### config.mk
export PLATFORM = sky130hd
export DESIGN_NAME = dbg_transport
export DESIGN_NICKNAME = d
export VERILOG_FILES = /design/src/rtl/dtm_pkg.sv /design/src/rtl/dtm_shift.sv /design/src/rtl/dtm_busy.sv /design/src/rtl/dtm_access.sv /design/src/rtl/dbg_transport.sv
export SDC_FILE = /design/constraint.sdc
export NUM_CORES = 1
export LEC_CHECK = 0
export BUFFER_PORTS_ARGS = -buffer_cell sky130_fd_sc_hd__buf_2
export CORE_MARGIN = 4
export CORE_UTILIZATION = 63
export CTS_CLUSTER_DIAMETER = 80
export DETAILED_ROUTE_END_ITERATION = 7
export GPL_ROUTABILITY_DRIVEN = 0
export PLACE_DENSITY_LB_ADDON = 0.12
export SLEW_MARGIN = 20
export SYNTH_ARGS = -nofsm -noshare
export SYNTH_HDL_FRONTEND = slang
export SYNTH_HIERARCHICAL = 1
export SYNTH_SLANG_ARGS = --single-unit
export TNS_END_PERCENT = 1
### constraint.sdc
create_clock -name clk -period 6 [get_ports clk]
set_input_delay 0.3 -clock clk [delete_from_list [all_inputs] [get_ports clk]]
set_output_delay 0.3 -clock clk [all_outputs]
set_load 0.01 [all_outputs]
### src/rtl/dtm_pkg.sv
package dtm_pkg;

    localparam int IR_W       = 5;
    localparam int DATA_W     = 32;
    localparam int CTRL_LEN   = 32;
    localparam int IDLE_W     = 3;
    localparam int SOFT_BIT   = 16;
    localparam int HARD_BIT   = 17;

    localparam logic [IR_W-1:0] IR_IDCODE = 5'h01;
    localparam logic [IR_W-1:0] IR_CTRL   = 5'h10;
    localparam logic [IR_W-1:0] IR_DMI    = 5'h11;
    localparam logic [IR_W-1:0] IR_BYPASS = 5'h1f;

    typedef enum logic [1:0] {
        OP_NOP   = 2'd0,
        OP_READ  = 2'd1,
        OP_WRITE = 2'd2,
        OP_RSVD  = 2'd3
    } dmi_op_e;

    localparam logic [1:0] ST_OK   = 2'd0;
    localparam logic [1:0] ST_FAIL = 2'd2;
    localparam logic [1:0] ST_BUSY = 2'd3;

    localparam logic [3:0] XPORT_VERSION = 4'd1;

    typedef struct packed {
        logic [14:0]       zero_hi;
        logic [IDLE_W-1:0] idle;
        logic [1:0]        stat;
        logic [5:0]        abits;
        logic [3:0]        version;
    } ctrl_word_t;

    function automatic ctrl_word_t make_ctrl(int abits, int idle, logic sticky);
        ctrl_word_t w;
        w.zero_hi = '0;
        w.idle    = IDLE_W'(idle);
        w.stat    = sticky ? ST_BUSY : ST_OK;
        w.abits   = 6'(abits);
        w.version = XPORT_VERSION;
        return w;
    endfunction

endpackage

### src/rtl/dtm_shift.sv
module dtm_shift #(
    parameter int W    = 41,
    parameter int LENW = 6
) (
    input  logic            clk,
    input  logic            rst,
    input  logic            capture,
    input  logic [W-1:0]    load_val,
    input  logic            shift,
    input  logic [LENW-1:0] len,
    input  logic            tdi,
    output logic [W-1:0]    sr,
    output logic            tdo
);
    logic [W-1:0] sr_next;

    always_comb begin
        sr_next = sr >> 1;
        for (int j = 0; j < W; j++) begin
            if (j == int'(len) - 1) sr_next[j] = tdi;
        end
    end

    always_ff @(posedge clk) begin
        if (rst)          sr <= '0;
        else if (capture) sr <= load_val;
        else if (shift)   sr <= sr_next;
    end

    assign tdo = sr[0];
endmodule

### src/rtl/dtm_busy.sv
module dtm_busy
    import dtm_pkg::*;
#(
    parameter int IDLE = 2
) (
    input  logic              clk,
    input  logic              rst,
    input  logic              hard_clr,
    input  logic              soft_clr,
    input  logic              probe,
    input  logic              reload,
    input  logic              tick,
    output logic              busy_now,
    output logic              sticky,
    output logic [IDLE_W-1:0] cnt
);
    always_ff @(posedge clk) begin
        if (rst || hard_clr)              sticky <= 1'b0;
        else if (soft_clr)                sticky <= 1'b0;
        else if (probe && busy_now)       sticky <= 1'b1;
    end

    always_ff @(posedge clk) begin
        if (rst || hard_clr)              cnt <= '0;
        else if (reload)                  cnt <= IDLE_W'(IDLE);
        else if (tick && cnt != '0)       cnt <= cnt - 1'b1;
    end

    assign busy_now = sticky || (cnt != '0);
endmodule

### src/rtl/dtm_access.sv
module dtm_access
    import dtm_pkg::*;
#(
    parameter int ABITS = 7,
    localparam int DMI_W = ABITS + DATA_W + 2
) (
    input  logic              clk,
    input  logic              rst,
    input  logic              hard_clr,
    input  logic              do_update,
    input  logic [DMI_W-1:0]  scan,
    output logic              req_valid,
    output logic              req_write,
    output logic [ABITS-1:0]  req_addr,
    output logic [DATA_W-1:0] req_wdata,
    input  logic              rsp_ok,
    input  logic [DATA_W-1:0] rsp_rdata,
    output logic [DMI_W-1:0]  result
);
    dmi_op_e           op;
    logic [DATA_W-1:0] data;
    logic [ABITS-1:0]  addr;
    logic              real_op;
    logic              ok;
    logic [DATA_W-1:0] data_out;

    assign op   = dmi_op_e'(scan[1:0]);
    assign data = scan[DATA_W+1:2];
    assign addr = scan[DMI_W-1:DATA_W+2];

    assign real_op   = (op == OP_READ) || (op == OP_WRITE);
    assign req_valid = do_update && real_op;
    assign req_write = (op == OP_WRITE);
    assign req_addr  = addr;
    assign req_wdata = data;

    assign ok       = real_op ? rsp_ok : 1'b1;
    assign data_out = (op == OP_READ && rsp_ok) ? rsp_rdata : data;

    always_ff @(posedge clk) begin
        if (rst || hard_clr) result <= '0;
        else if (do_update)  result <= {addr, data_out, (ok ? ST_OK : ST_FAIL)};
    end
endmodule

### src/rtl/dbg_transport.sv
module dbg_transport
    import dtm_pkg::*;
#(
    parameter int          ABITS  = 7,
    parameter int          IDLE   = 2,
    parameter logic [31:0] IDCODE = 32'h1000_0e31
) (
    input  logic              clk,
    input  logic              rst,
    input  logic [IR_W-1:0]   ir,
    input  logic              capture_dr,
    input  logic              shift_dr,
    input  logic              update_dr,
    input  logic              in_idle,
    input  logic              tdi,
    output logic              tdo,
    output logic              dm_req_valid,
    output logic              dm_req_write,
    output logic [ABITS-1:0]  dm_req_addr,
    output logic [DATA_W-1:0] dm_req_wdata,
    input  logic              dm_rsp_ok,
    input  logic [DATA_W-1:0] dm_rsp_rdata
);
    localparam int DMI_W = ABITS + DATA_W + 2;
    localparam int LENW  = $clog2(DMI_W + 1);

    logic [DMI_W-1:0]  shreg;
    logic [DMI_W-1:0]  cap_val;
    logic [LENW-1:0]   len;
    logic [DMI_W-1:0]  result;
    logic              busy_now;
    logic              busy_sticky;
    logic [IDLE_W-1:0] idle_cnt;
    logic              sel_dmi;
    logic              sel_ctrl;
    logic              hard_clr;
    logic              soft_clr;
    logic              dmi_update;
    ctrl_word_t        ctrl_now;

    assign sel_dmi  = (ir == IR_DMI);
    assign sel_ctrl = (ir == IR_CTRL);

    assign hard_clr   = update_dr && sel_ctrl && shreg[HARD_BIT];
    assign soft_clr   = update_dr && sel_ctrl && shreg[SOFT_BIT];
    assign dmi_update = update_dr && sel_dmi && !busy_sticky;

    assign ctrl_now = make_ctrl(ABITS, IDLE, busy_sticky);

    always_comb begin
        cap_val = '0;
        len     = LENW'(1);
        case (ir)
            IR_IDCODE: begin
                cap_val = DMI_W'(IDCODE);
                len     = LENW'(32);
            end
            IR_CTRL: begin
                cap_val = DMI_W'(ctrl_now);
                len     = LENW'(CTRL_LEN);
            end
            IR_DMI: begin
                cap_val = busy_now ? DMI_W'(ST_BUSY) : result;
                len     = LENW'(DMI_W);
            end
            default: begin
                cap_val = '0;
                len     = LENW'(1);
            end
        endcase
    end

    dtm_shift #(.W(DMI_W), .LENW(LENW)) u_shift (
        .clk      (clk),
        .rst      (rst),
        .capture  (capture_dr),
        .load_val (cap_val),
        .shift    (shift_dr),
        .len      (len),
        .tdi      (tdi),
        .sr       (shreg),
        .tdo      (tdo)
    );

    dtm_busy #(.IDLE(IDLE)) u_busy (
        .clk      (clk),
        .rst      (rst),
        .hard_clr (hard_clr),
        .soft_clr (soft_clr),
        .probe    (capture_dr && sel_dmi),
        .reload   (dmi_update),
        .tick     (in_idle),
        .busy_now (busy_now),
        .sticky   (busy_sticky),
        .cnt      (idle_cnt)
    );

    dtm_access #(.ABITS(ABITS)) u_access (
        .clk       (clk),
        .rst       (rst),
        .hard_clr  (hard_clr),
        .do_update (dmi_update),
        .scan      (shreg),
        .req_valid (dm_req_valid),
        .req_write (dm_req_write),
        .req_addr  (dm_req_addr),
        .req_wdata (dm_req_wdata),
        .rsp_ok    (dm_rsp_ok),
        .rsp_rdata (dm_rsp_rdata),
        .result    (result)
    );
endmodule

==> Word-level counts from Yosys, hierarchy flattened <==
Cells that the tools add are included.
{ "totals": {"in_bits": 45, "latch_bits": 0, "memories": 0, "register_bits": 86, "ramBits": 0, "rom_bits": 0, "elab_cells": 125} }
{ "op_classes": {"n_reduce_logical": 21, "mul": 0, "bitwise_logic": 0, "div_mod_pow": 0, "add_sub_neg": 2, "magnitude_cmp": 0, "n_shift": 0, "eq_ne": 45, "n_mux": 52} }
{ "op_table": {"columns": ["op", "count"], "rows": [
  ["6-bit by 32-bit == test with 1-bit output (first input constant)", 16],
  ["7-bit by 32-bit == test with 1-bit output (first input constant)", 9],
  ["5-bit by 32-bit == test with 1-bit output (first input constant)", 8],
  ["4-bit by 32-bit == test with 1-bit output (first input constant)", 4],
  ["41-bit two-way mux", 3],
  ["41-bit one-hot mux with 3 select lines", 1],
  ["3-bit by 32-bit == test with 1-bit output (first input constant)", 2],
  ["1-bit two-way mux", 42],
  ["2-bit by 32-bit == test with 1-bit output (first input constant)", 1],
  ["32-bit zero test", 1],
  ["32-bit two-way mux", 1],
  ["6-bit one-hot mux with 2 select lines", 1],
  ["5-bit == test (second input constant)", 2],
  ["1-bit logical AND", 10],
  ["2-bit two-way mux", 4],
  ["6-bit by 1-bit subtractor with 7-bit output (second input constant)", 1],
  ["2-bit OR reduction", 3],
  ["5-bit by 1-bit == test with 1-bit output (second input constant)", 1],
  ["2-bit nonzero test", 2],
  ["1-bit logical OR", 3],
  ["3-bit nonzero test", 1],
  ["3-bit by 1-bit subtractor with 3-bit output (second input constant)", 1],
  ["2-bit by 1-bit == test with 1-bit output (second input constant)", 1],
  ["2-bit == test (second input constant)", 1],
  ["1-bit zero test", 1]
]} }

==> Depth between registers and ports, before layout <==
{ "depth": {"depth_word": 8, "mapped_depth": 11, "mapped_depth_nobuf": 9} }

==> Modules after synthesis <==
Netlist, hierarchy kept.
{ "by_module_without_submodules": {"columns": ["mod", "seq_area_each_um2", "area_each_um2", "n_inst", "cells_per_inst"], "rows": [
  ["dtm_shift", 820.8, 3193.1, 1, 432],
  ["dtm_access", 800.8, 2333.5, 1, 259],
  ["dbg_transport", 0.0, 629.4, 1, 114],
  ["dtm_busy", 80.1, 237.7, 1, 22]
]} }

==> Worst setup path after synthesis <==
Ideal clock, no wire load.
{ "synth_path": {"kind": "input to output", "from": "input port ir[3]", "to": "output port dm_req_valid", "t_required_ns": 5.700, "slack_ns": 3.444, "cell_stages": 6, "t_arrival_ns": 2.256, "cell_sequence": "or3b_1 > buf_6 > nor4_1 > buf_2 > buf_2 > nor2b_1"} }
{ "synth_via": {"elab_chain_len": 4} }
{ "synth_rtl": {"columns": ["item", "line", "source"], "rows": [
  ["start: declaration", "dbg_transport.sv:10", "input logic [IR_W-1:0] ir,"],
  ["5-bit == test", "dbg_transport.sv:41", "assign sel_dmi = (ir == IR_DMI);"],
  ["1-bit logical AND (2 in a row)", "dbg_transport.sv:46", "assign dmi_update = update_dr && sel_dmi && !busy_sticky;"],
  ["net dmi_update", "dbg_transport.sv:38", "logic dmi_update;"],
  ["1-bit logical AND", "dtm_access.sv:32", "assign req_valid = do_update && real_op;"],
  ["end: declaration", "dbg_transport.sv:17", "output logic dm_req_valid,"]
]} }
The timed path passes the listed nets, and every way through them passes these cells.

==> Worst setup path after layout <==
{ "layout_path": {"from": "register u_busy.cnt[0]", "to": "register u_shift.sr[19]"} }
{ "layout_via": {"elab_chain_len": 5} }
{ "layout_rtl": {"columns": ["item", "line", "source"], "rows": [
  ["start: declaration", "dtm_busy.sv:15", "output logic [IDLE_W-1:0] cnt"],
  ["start signal: assignment", "dtm_busy.sv:25", "else if (reload) cnt <= IDLE_W'(IDLE);"],
  ["start signal: assignment", "dtm_busy.sv:26", "else if (tick && cnt != '0) cnt <= cnt - 1'b1;"],
  ["3-bit nonzero test", "dtm_busy.sv:29", "assign busy_now = sticky || (cnt != '0);"],
  ["1-bit logical OR", "dtm_busy.sv:29", null],
  ["net busy_now", "dbg_transport.sv:31", "logic busy_now;"],
  ["41-bit two-way mux", "dbg_transport.sv:63", "cap_val = busy_now ? DMI_W'(ST_BUSY) : result;"],
  ["41-bit one-hot mux with 3 select lines", "dbg_transport.sv:53", "case (ir)"],
  ["net cap_val[19]", "dbg_transport.sv:28", "logic [DMI_W-1:0] cap_val;"],
  ["41-bit two-way mux", "dtm_shift.sv:26", "else if (capture) sr <= load_val;"],
  ["end signal: assignment", "dtm_shift.sv:26", null],
  ["end signal: assignment", "dtm_shift.sv:27", "else if (shift) sr <= sr_next;"],
  ["end: declaration", "dtm_shift.sv:12", "output logic [W-1:0] sr,"]
]} }
The timed path passes the listed nets, and every way through them passes these cells.
A chain may end at the register's enable or synchronous reset.

==> metrics.cfg <==
[timing]
finalHoldViolCount=0
tns_ps=0
period_needed_ps=2957
finalCritPeriodShare_pct=49.29
slew_headroom_pct=30.96
finalClockSkew_ps=8.492
rsz0062_at_grt=no
slew_viol_final=0
worst_slew_pin_slew_ps=1036
finalSetupViolCount=0
fmax_ghz=0.3382

[die]
io_pins=87
die_y_um=108.7
core-area_mm2=0.009819
start_util_pct=65.11
die_x_um=108.7
rows=36
die_area_mm2=0.01182

[final_layout]
mostFrequentLayoutCell=dfxtp_1
nets=860
antennaDiodeCount=0
final_cell_mix=85 x dfxtp_1, 84 x buf_2, 75 x inv_1
final_util_pct=66.74
post_route_cells_drive_above_1_share_pct=18.53
area_growth_pct=2.505

[clock_network]
holdBufCountCts=0
cts-buffers-inserted=9
clk_pin_slew_worst_paths_ps=90
htreeDepth=3
clockRootBuffer=clkbuf_8
cts_buffer_depth=2
cts_resized=0
insertion_delay_ps=360
post_cts_buffers=0
cts_tree=done
clock-sinks=85

[worst_setup_path]
criticalPathCategory=reg2reg
crit_family=simple AND/OR/NAND/NOR gates
cp.arrival_ps=3230
startpoint_type=register
crit_fanout=31
crit_required_ps=6270
cpMostUsedCell=inv_1
path_cells=inv_1 -> ha_1 -> nand2b_4 -> or2_2 -> or3b_2 -> nor3_2 -> inv_1 -> a211o_1 -> a31oi_1
crit_slowest_cell=or3b_2
cpPeakStageDelay_ps=880
worstSetupEndpointType=register
crit_buf_inv=2

[power]
switching_share_pct=30.40
powerDensity_mw_per_mm2=200.9
p_int_mw=0.9163
vdd_ir_drop_max_mv=0.1231
p_comb_share_pct=20.1
leakage_nw=2.012
p_switching_mw=0.4003
p_clk_share_pct=35.5
finalPower_mw=1.317
pwr-share-seq_pct=44.3

[global_route]
grt_max_degree=122
track_usage_pct=29.35
first_global_vias=5518
grt_antenna_before_repair=2
grt_pass1_wl_mm=27.72
overflow=0

[drt]
drtIter0Drc=550
ant_nets=0
wl_per_cell_um=18.42
drt-total-wl_mm=17.46
viasPerCell=6.402
drtPass1Iterations=7
drc=0
vias=6069

[hold_path]
min_path_type=in2reg

[logic_synthesis]
ys_types=58
synth_ff_type=dfxtp_1
netlist_area_mm2=0.006394
synth-seq-cells=85
syn_inst=827
yosysWarnings=6
async_flop_share_pct=0
avgSynthCellArea_um2=7.731
ys_seq_area_share_pct=26.61
synth_edf_count=0

[run_status]
status=completed

[placement]
dp_hpwl_mm=10.98
io_buffers=86

[job]
cap_viol_max_count=0

==> power groups by stage <==
stage / clock [mW] / combinational, mW / sequential, mW
floorplan: 0 / 0.208 / 0.594
global placement: 0 / 0.240 / 0.596
global route: 0.492 / 0.284 / 0.585
detailed placement: 0 / 0.252 / 0.597
CTS: 0.474 / 0.252 / 0.584
finish: 0.468 / 0.265 / 0.584
==> layout make-up <==
| cell class | count | area (µm²) |
|---|---|---|
| Timing Repair Buffer | 95 | 506.7 |
| Clock buffer | 10 | 137.6 |
| Tap cell | 133 | 166.4 |
| Sequential cell | 85 | 1702 |
| Fill cell | 874 | 3266 |
| Clock inverter | 5 | 85.08 |
| Multi-Input combinational cell | 545 | 3675 |
| Inverter | 75 | 281.5 |
==> final timing paths <==
path                                                  startpoint                               end  slack (ps)  depth (start not counted)
worst min register to register  u_access/result[26]$_SDFFE_PP0P_  u_access/result[26]$_SDFFE_PP0P_         490                          2
worst max-delay path                  u_busy/cnt[0]$_SDFFE_PP0P_       u_shift/sr[19]$_SDFFE_PP0P_        3040                          9
worst max register to register        u_busy/cnt[0]$_SDFFE_PP0P_       u_shift/sr[19]$_SDFFE_PP0P_        3040                          9
worst min-delay path                             dm_rsp_rdata[2]   u_access/result[4]$_SDFFE_PP0P_         220                          3
==> synthesized netlist by cell type (4+ instances only) <==
cell type   n  area share [%]
clkbuf_1   30             1.8
o21ai_1     9            0.70
a221oi_1    4            0.55
nand4bb_1   4            0.70
a21bo_1    28             4.4
a31oi_1    36             3.5
mux2i_1     7             1.1
o31ai_1     4            0.47
buf_2      36             2.8
a21oi_1    40             3.1
nor4_1      7            0.68
buf_4      44             5.2
nor3b_1    38             4.5
and4bb_2    5            0.98
nand2_1    38             2.2
buf_1       5            0.29
a311oi_1   31             4.2
nor3_2     10             1.6
a21bo_2     4            0.63
ha_1        4            0.78
nand3_1    33             2.6
a211oi_1   11             1.3
nor2_1     45             2.6
buf_6      11             1.9
dfxtp_1    85              27
o21ai_0    30             2.3
a211o_1    36             4.9
nor3_1     59             4.6
inv_1      75             4.4
nand2b_1   17             1.7
==> through the flow <==
step                      instance area (µm²)  hold WS (ps)  worst slack (ps)  cells
after detailed placement                 6319         477.5              2964    933
after floorplan                          6409         375.3              3444    831
after global placement                   6319         464.9              3035    933
after global routing                     6554         219.7              2858    948
after CTS                                6541         208.1              3076    948
final                                    6554         217.7              3043    948
==> flip-flops by register name, summed over array words and instances, names as in the netlist <==
| name | cells |
|---|---|
| u_busy/sticky | 1 |
| u_busy/cnt | 3 |
| u_access/result | 40 |
| u_shift/sr | 41 |
==> worst register-to-register path: stages, from the launching register on <==
cell	delay, ps
dfxtp_1	310
inv_1	110
ha_1	220
nand2b_4	90
or2_2	370
or3b_2	880
nor3_2	290
inv_1	60
a211o_1	310
a31oi_1	220
==> per-layer routing <==
metal | up-vias | wire (µm) | global-route usage [%]
li1 | 2893 | - | -
met1 | 2858 | 7471 | 38.96
met2 | 266 | 8070 | 46.25
met3 | 48 | 1352 | 5.388
met4 | 4 | 532 | 13.71
met5 | - | 31 | 0
==> kinds of logic after synthesis <==
logic type	Yosys count	share of synthesized area, %
compound gates	239	27.44
xor+xnor	1	0.1370
fa+ha+maj	4	0.7828
buf+inv	201	16.38
flops	85	26.61
mux	7	1.096
other cells	2	0.1175
simple gates	288	27.44
Note: power is estimated with default switching activity, not from simulation.
